===== src/rtl/bv_pkg.sv =====
package bv_pkg;
  typedef enum logic {
    TS_RUN    = 1'b0,
    TS_SQUASH = 1'b1
  } thr_st_e;

  function automatic int unsigned tid_w(input int unsigned threads);
    return (threads > 1) ? $clog2(threads) : 1;
  endfunction
endpackage


===== src/rtl/bv_slot_scan.sv =====
module bv_slot_scan #(
  parameter int unsigned SLOTS   = 4,
  parameter int unsigned THREADS = 2,
  parameter int unsigned ADDR_W  = 32,
  parameter int unsigned SRC_W   = 3,
  localparam int unsigned TID_W  = bv_pkg::tid_w(THREADS),
  localparam int unsigned LANE_W = (SLOTS > 1) ? $clog2(SLOTS) : 1,
  localparam int unsigned CNT_W  = $clog2(SLOTS + 1)
) (
  input  logic [SLOTS-1:0]             vld_i,
  input  logic [SLOTS-1:0]             sq_i,
  input  logic [SLOTS-1:0][TID_W-1:0]  tid_i,
  input  logic [SLOTS-1:0]             direct_i,
  input  logic [SLOTS-1:0]             uncond_i,
  input  logic [SLOTS-1:0]             ctrl_i,
  input  logic [SLOTS-1:0]             ptaken_i,
  input  logic [SLOTS-1:0][SRC_W-1:0]  nsrc_i,
  input  logic [SLOTS-1:0][ADDR_W-1:0] tgt_i,
  input  logic [SLOTS-1:0][ADDR_W-1:0] ptgt_i,
  input  logic [THREADS-1:0]           thr_sq_i,
  output logic [SLOTS-1:0]             pass_o,
  output logic [SLOTS-1:0]             issue_o,
  output logic [SLOTS-1:0][LANE_W-1:0] lane_o,
  output logic [CNT_W-1:0]             resolved_o,
  output logic                         fatal_o,
  output logic                         hit_o,
  output logic [LANE_W-1:0]            hit_idx_o
);
  logic [SLOTS:0]            halt;
  logic [SLOTS:0][CNT_W-1:0] lane_cnt;
  logic [SLOTS:0][CNT_W-1:0] res_cnt;
  logic [SLOTS-1:0]          act, chk, mis, bad;

  assign halt[0]     = 1'b0;
  assign lane_cnt[0] = '0;
  assign res_cnt[0]  = '0;

  for (genvar i = 0; i < SLOTS; i++) begin : g_slot
    logic thr_sq;
    assign thr_sq        = thr_sq_i[tid_i[i]];
    assign act[i]        = vld_i[i] & ~sq_i[i] & ~halt[i] & ~thr_sq;
    assign chk[i]        = act[i] & direct_i[i] & uncond_i[i];
    assign mis[i]        = chk[i] & (tgt_i[i] != ptgt_i[i]);
    assign bad[i]        = act[i] & ptaken_i[i] & ~ctrl_i[i];
    assign halt[i+1]     = halt[i] | mis[i];
    assign lane_cnt[i+1] = lane_cnt[i] + CNT_W'(act[i]);
    assign res_cnt[i+1]  = res_cnt[i] + CNT_W'(chk[i]);
    assign pass_o[i]     = act[i];
    assign issue_o[i]    = act[i] & (nsrc_i[i] == '0);
    assign lane_o[i]     = lane_cnt[i][LANE_W-1:0];
  end

  assign resolved_o = res_cnt[SLOTS];
  assign fatal_o    = |bad;
  assign hit_o      = |mis;

  // mis is at most one-hot: halt masks every slot after the first mismatch
  always_comb begin
    hit_idx_o = '0;
    for (int i = 0; i < SLOTS; i++) begin
      if (mis[i]) hit_idx_o = LANE_W'(i);
    end
  end
endmodule


===== src/rtl/bv_kill_mask.sv =====
module bv_kill_mask #(
  parameter int unsigned SLOTS   = 4,
  parameter int unsigned THREADS = 2,
  parameter int unsigned SEQ_W   = 16,
  localparam int unsigned TID_W  = bv_pkg::tid_w(THREADS)
) (
  input  logic [SLOTS-1:0]            vld_i,
  input  logic [SLOTS-1:0][TID_W-1:0] tid_i,
  input  logic [SLOTS-1:0][SEQ_W-1:0] seq_i,
  input  logic                        hit_i,
  input  logic [TID_W-1:0]            hit_tid_i,
  input  logic [SEQ_W-1:0]            hit_seq_i,
  output logic [SLOTS-1:0]            kill_o
);
  for (genvar i = 0; i < SLOTS; i++) begin : g_kill
    assign kill_o[i] = hit_i & vld_i[i] & (tid_i[i] == hit_tid_i) &
                       (seq_i[i] > hit_seq_i);
  end
endmodule


===== src/rtl/bv_redirect_reg.sv =====
module bv_redirect_reg #(
  parameter int unsigned THREADS = 2,
  parameter int unsigned SEQ_W   = 16,
  parameter int unsigned ADDR_W  = 32,
  localparam int unsigned TID_W  = bv_pkg::tid_w(THREADS)
) (
  input  logic               clk_i,
  input  logic               rst_ni,
  input  logic               hit_i,
  input  logic [TID_W-1:0]   hit_tid_i,
  input  logic [SEQ_W-1:0]   hit_seq_i,
  input  logic [ADDR_W-1:0]  hit_pc_i,
  input  logic [THREADS-1:0] held_i,
  output logic [THREADS-1:0] thr_sq_o,
  output logic               rd_vld_o,
  output logic [TID_W-1:0]   rd_tid_o,
  output logic [SEQ_W-1:0]   rd_seq_o,
  output logic [ADDR_W-1:0]  rd_pc_o,
  output logic               rd_unblock_o,
  output logic [THREADS-1:0] rd_flush_o
);
  import bv_pkg::*;

  always_ff @(posedge clk_i or negedge rst_ni) begin
    if (!rst_ni) begin
      rd_vld_o     <= 1'b0;
      rd_tid_o     <= '0;
      rd_seq_o     <= '0;
      rd_pc_o      <= '0;
      rd_unblock_o <= 1'b0;
    end else begin
      rd_vld_o     <= hit_i;
      rd_unblock_o <= hit_i & held_i[hit_tid_i];
      if (hit_i) begin
        rd_tid_o <= hit_tid_i;
        rd_seq_o <= hit_seq_i;
        rd_pc_o  <= hit_pc_i;
      end
    end
  end

  for (genvar t = 0; t < THREADS; t++) begin : g_thr
    thr_st_e st_q;
    logic    sel;
    assign sel = hit_i & (hit_tid_i == TID_W'(t));
    always_ff @(posedge clk_i or negedge rst_ni) begin
      if (!rst_ni) st_q <= TS_RUN;
      else         st_q <= sel ? TS_SQUASH : TS_RUN;
    end
    assign thr_sq_o[t]   = (st_q == TS_SQUASH);
    assign rd_flush_o[t] = (st_q == TS_SQUASH);
  end
endmodule


===== src/rtl/bv_decode_verifier.sv =====
module bv_decode_verifier #(
  parameter int unsigned SLOTS   = 4,
  parameter int unsigned THREADS = 2,
  parameter int unsigned SEQ_W   = 16,
  parameter int unsigned ADDR_W  = 32,
  parameter int unsigned SRC_W   = 3,
  localparam int unsigned TID_W  = bv_pkg::tid_w(THREADS),
  localparam int unsigned LANE_W = (SLOTS > 1) ? $clog2(SLOTS) : 1,
  localparam int unsigned CNT_W  = $clog2(SLOTS + 1)
) (
  input  logic                         clk_i,
  input  logic                         rst_ni,
  input  logic [SLOTS-1:0]             slot_vld_i,
  input  logic [SLOTS-1:0]             slot_sq_i,
  input  logic [SLOTS-1:0][TID_W-1:0]  slot_tid_i,
  input  logic [SLOTS-1:0]             slot_direct_i,
  input  logic [SLOTS-1:0]             slot_uncond_i,
  input  logic [SLOTS-1:0]             slot_ctrl_i,
  input  logic [SLOTS-1:0]             slot_ptaken_i,
  input  logic [SLOTS-1:0][SRC_W-1:0]  slot_nsrc_i,
  input  logic [SLOTS-1:0][SEQ_W-1:0]  slot_seq_i,
  input  logic [SLOTS-1:0][ADDR_W-1:0] slot_tgt_i,
  input  logic [SLOTS-1:0][ADDR_W-1:0] slot_ptgt_i,
  input  logic [THREADS-1:0]           thr_held_i,
  output logic [SLOTS-1:0]             pass_o,
  output logic [SLOTS-1:0]             issue_o,
  output logic [SLOTS-1:0]             kill_o,
  output logic [SLOTS-1:0][LANE_W-1:0] lane_o,
  output logic [CNT_W-1:0]             resolved_o,
  output logic                         fatal_o,
  output logic                         rd_vld_o,
  output logic                         rd_mispred_o,
  output logic                         rd_predbad_o,
  output logic                         rd_squash_o,
  output logic                         rd_taken_o,
  output logic [TID_W-1:0]             rd_tid_o,
  output logic [SEQ_W-1:0]             rd_seq_o,
  output logic [ADDR_W-1:0]            rd_pc_o,
  output logic                         rd_unblock_o,
  output logic [THREADS-1:0]           rd_flush_o
);
  logic               hit;
  logic [LANE_W-1:0]  hit_idx;
  logic [TID_W-1:0]   hit_tid;
  logic [SEQ_W-1:0]   hit_seq;
  logic [ADDR_W-1:0]  hit_pc;
  logic [THREADS-1:0] thr_sq;

  bv_slot_scan #(
    .SLOTS(SLOTS), .THREADS(THREADS), .ADDR_W(ADDR_W), .SRC_W(SRC_W)
  ) u_scan (
    .vld_i(slot_vld_i), .sq_i(slot_sq_i), .tid_i(slot_tid_i),
    .direct_i(slot_direct_i), .uncond_i(slot_uncond_i), .ctrl_i(slot_ctrl_i),
    .ptaken_i(slot_ptaken_i), .nsrc_i(slot_nsrc_i), .tgt_i(slot_tgt_i),
    .ptgt_i(slot_ptgt_i), .thr_sq_i(thr_sq),
    .pass_o(pass_o), .issue_o(issue_o), .lane_o(lane_o),
    .resolved_o(resolved_o), .fatal_o(fatal_o),
    .hit_o(hit), .hit_idx_o(hit_idx)
  );

  assign hit_tid = slot_tid_i[hit_idx];
  assign hit_seq = slot_seq_i[hit_idx];
  assign hit_pc  = slot_tgt_i[hit_idx];

  bv_kill_mask #(
    .SLOTS(SLOTS), .THREADS(THREADS), .SEQ_W(SEQ_W)
  ) u_kill (
    .vld_i(slot_vld_i), .tid_i(slot_tid_i), .seq_i(slot_seq_i),
    .hit_i(hit), .hit_tid_i(hit_tid), .hit_seq_i(hit_seq), .kill_o(kill_o)
  );

  bv_redirect_reg #(
    .THREADS(THREADS), .SEQ_W(SEQ_W), .ADDR_W(ADDR_W)
  ) u_rd (
    .clk_i(clk_i), .rst_ni(rst_ni), .hit_i(hit), .hit_tid_i(hit_tid),
    .hit_seq_i(hit_seq), .hit_pc_i(hit_pc), .held_i(thr_held_i),
    .thr_sq_o(thr_sq), .rd_vld_o(rd_vld_o), .rd_tid_o(rd_tid_o),
    .rd_seq_o(rd_seq_o), .rd_pc_o(rd_pc_o), .rd_unblock_o(rd_unblock_o),
    .rd_flush_o(rd_flush_o)
  );

  // direct unconditional transfers always take the encoded target
  assign rd_mispred_o = rd_vld_o;
  assign rd_predbad_o = rd_vld_o;
  assign rd_squash_o  = rd_vld_o;
  assign rd_taken_o   = rd_vld_o;
endmodule


===== config.mk =====
export PLATFORM = sky130hd
export DESIGN_NAME = bv_decode_verifier
export DESIGN_NICKNAME = d
export VERILOG_FILES = /design/src/rtl/bv_pkg.sv /design/src/rtl/bv_slot_scan.sv /design/src/rtl/bv_kill_mask.sv /design/src/rtl/bv_redirect_reg.sv /design/src/rtl/bv_decode_verifier.sv
export SDC_FILE = /design/constraint.sdc
export NUM_CORES = 1
export LEC_CHECK = 0
export CORE_AREA = 3 3 174 176
export DETAILED_ROUTE_END_ITERATION = 10
export DIE_AREA = 0 0 177 179
export GPL_ROUTABILITY_DRIVEN = 0
export MAX_ROUTING_LAYER = met4
export PLACE_DENSITY = 0.55
export SYNTH_ARGS = -nofsm -noshare
export SYNTH_HDL_FRONTEND = slang
export SYNTH_HIERARCHICAL = 1
export SYNTH_SLANG_ARGS = --single-unit

===== constraint.sdc =====
create_clock -name clk_i -period 14 [get_ports clk_i]
set_input_delay 2.8 -clock clk_i [delete_from_list [all_inputs] [get_ports clk_i]]
set_output_delay 2.8 -clock clk_i [all_outputs]
set_load 0.01 [all_outputs]

* Yosys cells after proc, flatten, opt, wreduce, memory -nomap -nowiden
Cells that the tools add are included.
Storage, ports and cells: register bits 53, memories kept 0, output and inout bits 81, memory bits (read-only) 0, word-level logic and storage cells 125, bits in latches 0, RAM bits 0, input port bits 364
Operators by class: $add $sub $neg 5, multiplexer cells 21, reductions and logical operators 6, order comparisons 10, $mul 0, bitwise operators 68, shift operators 0, divide/modulo/power cells 0, equality and inequality tests 8
Operators by type and width (count):
- $ne A32 B32 Y1 | 4
- $bmux W32 S2 | 1
- $gt A16 B16 Y1 | 4
- $and A1 B1 Y1 | 50
- $bmux W16 S2 | 1
- $mux W32 | 1
- $mux W16 | 1
- $not A1 Y1 | 16
- $mux W1 | 14
- $logic_not A3 Y1 | 4
- $lt A1 B2 Y1 const B | 5
- $reduce_or A4 Y1 | 2
- $add A3 B1 Y3 | 2
- $add A1 B1 Y2 | 2
- $eq A1 B1 Y1 | 4
- $mux W2 | 2
- $lt A2 B3 Y1 const B | 1
- $add A2 B1 Y2 | 1
- $bmux W1 S2 | 1
- $or A1 B1 Y1 | 2

* Logic depth before layout (Yosys ltp)
word-level depth 33, gate-level depth with buffers 18, mapped depth without buffers 15

* By module
Netlist, hierarchy kept.
Modules (own cells, without submodules):
- bv_redirect_reg | times used 1, sequential area each 1326.3 µm², area an instance 2215.9 µm², cells an instance 116
- bv_slot_scan | times used 1, sequential area each 0.0 µm², area an instance 1804.2 µm², cells an instance 219
- bv_kill_mask | times used 1, sequential area each 0.0 µm², area an instance 1519.0 µm², cells an instance 188
- bv_decode_verifier | times used 1, sequential area each 0.0 µm², area an instance 1236.2 µm², cells an instance 64

* Least setup slack after synthesis
No wires, ideal clock.
path kind input-to-output, start in slot_tid_i[0] in the netlist's numbering, end out kill_o[0], path buffers 2, arrival time 6.137 ns, setup slack 5.063 ns, required time 11.200 ns, stages 16, cells stage by stage mux2_4 nor3b_4 and3_4 a21boi_2 a41oi_2 and4b_1 a21o_1 buf_6 buf_4 mux4_2 inv_1 ha_1 and2_1 a221o_1 a221oi_2 a21oi_1
RTL lines:
- start, declared | RTL line bv_decode_verifier.sv:15 | input logic [SLOTS-1:0][TID_W-1:0] slot_tid_i,
- end, declared | RTL line bv_decode_verifier.sv:27 | output logic [SLOTS-1:0] kill_o,

* Worst setup path in the final report
start in slot_tgt_i[42] in the netlist's numbering, end out kill_o[3]
On the way: elaborated cells between the ends (all ways) 29, those cells by class order compare (1); eq/ne (2); mux (7); bitwise (18); reduce/logical (1)
RTL lines:
- start, declared | RTL line bv_decode_verifier.sv:22 | input logic [SLOTS-1:0][ADDR_W-1:0] slot_tgt_i,
- $ne A32 B32 Y1 * | RTL line bv_slot_scan.sv:43 | assign mis[i] = chk[i] & (tgt_i[i] != ptgt_i[i]);
- $and A1 B1 Y1 * | RTL line bv_slot_scan.sv:43
- $or A1 B1 Y1 * | RTL line bv_slot_scan.sv:45 | assign halt[i+1] = halt[i] | mis[i];
- $not A1 Y1 | RTL line bv_slot_scan.sv:41 | assign act[i] = vld_i[i] & ~sq_i[i] & ~halt[i] & ~thr_sq;
- $and A1 B1 Y1 (2 in a row) | RTL line bv_slot_scan.sv:41
- $and A1 B1 Y1 (2 in a row) | RTL line bv_slot_scan.sv:42 | assign chk[i] = act[i] & direct_i[i] & uncond_i[i];
- $and A1 B1 Y1 | RTL line bv_slot_scan.sv:43
- $or A1 B1 Y1 | RTL line bv_slot_scan.sv:45
- (+5 left out)
- $and A1 B1 Y1 | RTL line bv_slot_scan.sv:43
- $mux W2 * | RTL line bv_slot_scan.sv:61 | if (mis[i]) hit_idx_o = LANE_W'(i);
- named net hit_idx[1] | RTL line bv_decode_verifier.sv:43 | logic [LANE_W-1:0] hit_idx;
- $bmux W16 S2 * | RTL line bv_decode_verifier.sv:62 | assign hit_seq = slot_seq_i[hit_idx];
- $mux W16 (not written as such) * | RTL line bv_decode_verifier.sv:62
- named net hit_seq[5] | RTL line bv_decode_verifier.sv:45 | logic [SEQ_W-1:0] hit_seq;
- $gt A16 B16 Y1 * | RTL line bv_kill_mask.sv:17 | (seq_i[i] > hit_seq_i);
- $and A1 B1 Y1 * | RTL line bv_kill_mask.sv:16 | assign kill_o[i] = hit_i & vld_i[i] & (tid_i[i] == hit_tid_i) &
The timed path passes the listed nets; every way through them passes the cells marked *. The select of a mux whose other input is x is not followed.

==> flow_summary.toml <==
[run_status]
status = "complete, no violations"

[layout]
layout-drive-gt1-share_pct = 12.7
seqCellArea_um2 = 1330
areaGrowthSynthToFinish_pct = 71.5
multiInputGateArea_um2 = 5090
fillers = 2767
nets = 1444

[power]
p_sw_uw = 299
power_leakage_uw = 0.00437
switching_share_pct = 33.5
power.density_nw_per_um2 = 76.7
power_frac_clock_pct = 16.3
p_seq_share_pct = 25.7
comb_power_share_pct = 58.0
vdd_drop_max_v = 0.0000406
p_int_uw = 593

[critical_path]
arrival_ns = 8.19
crit_required_ns = 11.20
crit_fanout = 18
crit_slowest_cell = "nor4_1"
critPathLaunchType = "primary input"
cp-startpoint = "slot_tgt_i[42]"
path_common_cell = "clkdlybuf4s50_1"
critPathKind = "in2out"
crit_path_end_kind = "output pin"
cpLargestDelayFamily = "compound AO/OA/AOI/OAI gates"
crit_cells = 16
r2r_end = "u_rd/rd_pc_o[31]$_DFFE_PN0P_"
r2r_cells = 10
regToRegStartpoint = "u_rd/g_thr[1].st_q$_DFF_PN0_"
cp_slowest_stage_delay_ns = 0.67
worstPathCellList = "clkdlybuf4s50_1 > xnor2_1 > nand4_1 > nor4_1 > nand2_1 > a41oi_2 > nand2b_1 > o21bai_4 > mux4_2 > inv_1 > ha_1 > a21o_1 > a221o_1 > a221oi_2 > a21oi_1 > clkdlybuf4s50_1"
cp_num_buf_inv = 3
r2r_slack_ns = 10.21
cp-endpoint = "kill_o[3]"

[routing]
drt_iter0_drc = 336
route.antenna.remaining_nets = 0
wl_um = 36100
via_per_inst = 4.71
first_pass_iters = 5
drcViolationCount = 0
wl_per_cell_um = 25.6
vias = 6643

[synthesis]
synth_cells = 587
yosys_warnings = 6
synth_edf_count = 0
ys_seq_area_share_pct = 19.6
syn_area_per_cell_um2 = 11.5
yosysTopAreaCell = "dfrtp_1"
synthArstFlopShare_pct = 100
yosys-top-cells-area = "dfrtp_1, xnor2_1, mux4_2"
ys.flop_type = "dfrtp_1"
netlist_area_um2 = 6780
synthTopCellsByCount = "xnor2_1, ha_1, dfrtp_1"
synth_top_area_share_pct = 19.6
yosysMostFrequentCell = "xnor2_1"
ys_ff_latch = 53
yosysUniqueCellTypes = 55

[sta]
setup_tns_ns = 0
setup_viol = 0
finalWorstSetupSlack_ns = 3.01
fmax_mhz = 91.0
slew_headroom_pct = 41.8
fin_crit_sh_pct = 78.5
fin_skew_ns = 0.00907
final_max_slew_viol_count = 0
hold_viol = 0
worst_slew_pin_slew_ns = 0.873
period_needed_ns = 10.99
rsz0062_at_grt = "no"

[global_route]
grt_max_degree = 54
grt_pass1_wl_um = 48600
antenna_found_initial = 13
grt.total_usage_pct = 22.2
grt_pass1_vias = 7122
grt_remaining_overflow = 0

[hold_path]
min_path_type = "reg2reg"

[clock_network]
cts_resized = 0
worst_skew_pair.late_latency_ns = 0.31
clock-root-buffer = "clkbuf_16"
hold_buffers = 0
cts_inserted_buffers = 5
tritoncts = "done"
cts.sinks = 53
htree_levels = 2
clk_pin_slew_worst_paths_ns = 0.07
postCtsSetupRepairBufs = 0
clock_path_buffers = 2

[die]
io_pins = 445
initial_core_util_pct = 23.5
die_h_um = 179
coreArea_um2 = 28800
dieArea_um2 = 31700
die-width_um = 177
row_count = 62

[flow_run]
maxCapViolCount = 0

[place]
hpwl_um = 31300
io_buffer_count = 441
pre_cts_ws_ns = 2.91
power groups by stage:
stage,logic [uW],registers (uW),clock network [uW]
floorplan,215,248,0
global placement,518,232,0
detailed placement,518,232,0
CTS,522,229,155
global route,549,235,156
finish,517,229,146
kinds of logic (layout without fill, tap and decap cells):
family          after synthesis  after routing  synth area share [%]
fa+ha+maj                    69             69                  13.0
simple gates                115            115                  10.5
other cells                   1             16                0.0553
mux                         103            103                  28.0
flops                        53             53                  19.6
buf+inv                      56            479                  5.74
xor+xnor                    132            132                  17.1
compound gates               58             58                  6.09
worst reg2reg max path, stage by stage (launching register included):
cell      delay, ns
dfrtp_1        0.48
mux2_4         0.22
nor3b_4        0.06
and3_4         0.20
a21boi_2       0.18
a41oi_2        0.26
and4b_1        0.31
a21o_4         0.34
buf_4          0.62
mux4_1         0.72
mux2_2         0.29
layer usage:
metal,track usage [%],vias up,part of all wire [%]
li1,-,3088,-
met1,23.9,3166,37
met2,39.3,341,51
met3,5.29,48,7.7
met4,9.00,0,3.7
met5,-,-,0
worst min path at each step:
stage                                  from                           end  slack (ns)  cells after the start
4_1_cts        u_rd/rd_pc_o[21]$_DFFE_PN0P_  u_rd/rd_pc_o[21]$_DFFE_PN0P_        0.51                      1
2_1_floorplan  u_rd/rd_pc_o[31]$_DFFE_PN0P_  u_rd/rd_pc_o[31]$_DFFE_PN0P_        0.55                      1
5_1_grt        u_rd/rd_pc_o[15]$_DFFE_PN0P_  u_rd/rd_pc_o[15]$_DFFE_PN0P_        0.53                      1
6_report       u_rd/rd_pc_o[21]$_DFFE_PN0P_  u_rd/rd_pc_o[21]$_DFFE_PN0P_        0.51                      1
3_3_place_gp    u_rd/rd_pc_o[2]$_DFFE_PN0P_   u_rd/rd_pc_o[2]$_DFFE_PN0P_        0.49                      1
3_5_place_dp   u_rd/rd_seq_o[1]$_DFFE_PN0P_  u_rd/rd_seq_o[1]$_DFFE_PN0P_        0.50                      1
metrics by stage:
step	instance area (um^2)	power, uW	hold slack, ns	cells	util, %
floorplan	6780	464	0.551	589	-
global placement	11400	750	0.491	1388	39.7
detailed placement	11400	750	0.496	1388	39.7
CTS	11600	906	0.514	1396	40.3
global route	11600	940	0.528	1409	40.4
finish	11600	892	0.511	1409	40.4
sequential cells by signal, indices dropped and copies added, names as in the netlist:
name and count:
u_rd/rd_pc_o 32, u_rd/rd_seq_o 16, u_rd/g_thr.st_q 2, u_rd/rd_tid_o 1
u_rd/rd_unblock_o 1, u_rd/rd_vld_o 1
cell type report:
class	instances	share of cell area [%]
timing repair buffer	445	38.2
tap	384	4.13
clock inverter	1	0.0431
clock buffer	7	1.31
sequential	53	11.4
inverter	26	0.840
antenna	13	0.280
multi-input combinational	480	43.8
cell usage in the layout (no fill, tap or decap), types with 8 or more instances in the layout:
cell type and count:
nand3_1 8, xnor2_1 132, nor4_1 10, dfrtp_1 53, ha_1 67, clkdlybuf4s50_1 440
mux2_4 48, nand2_1 15, mux4_2 47, inv_1 24, nand4_1 45, diode_2 13
a21oi_1 24
No activity file was read; power rests on OpenSTA's default activity.
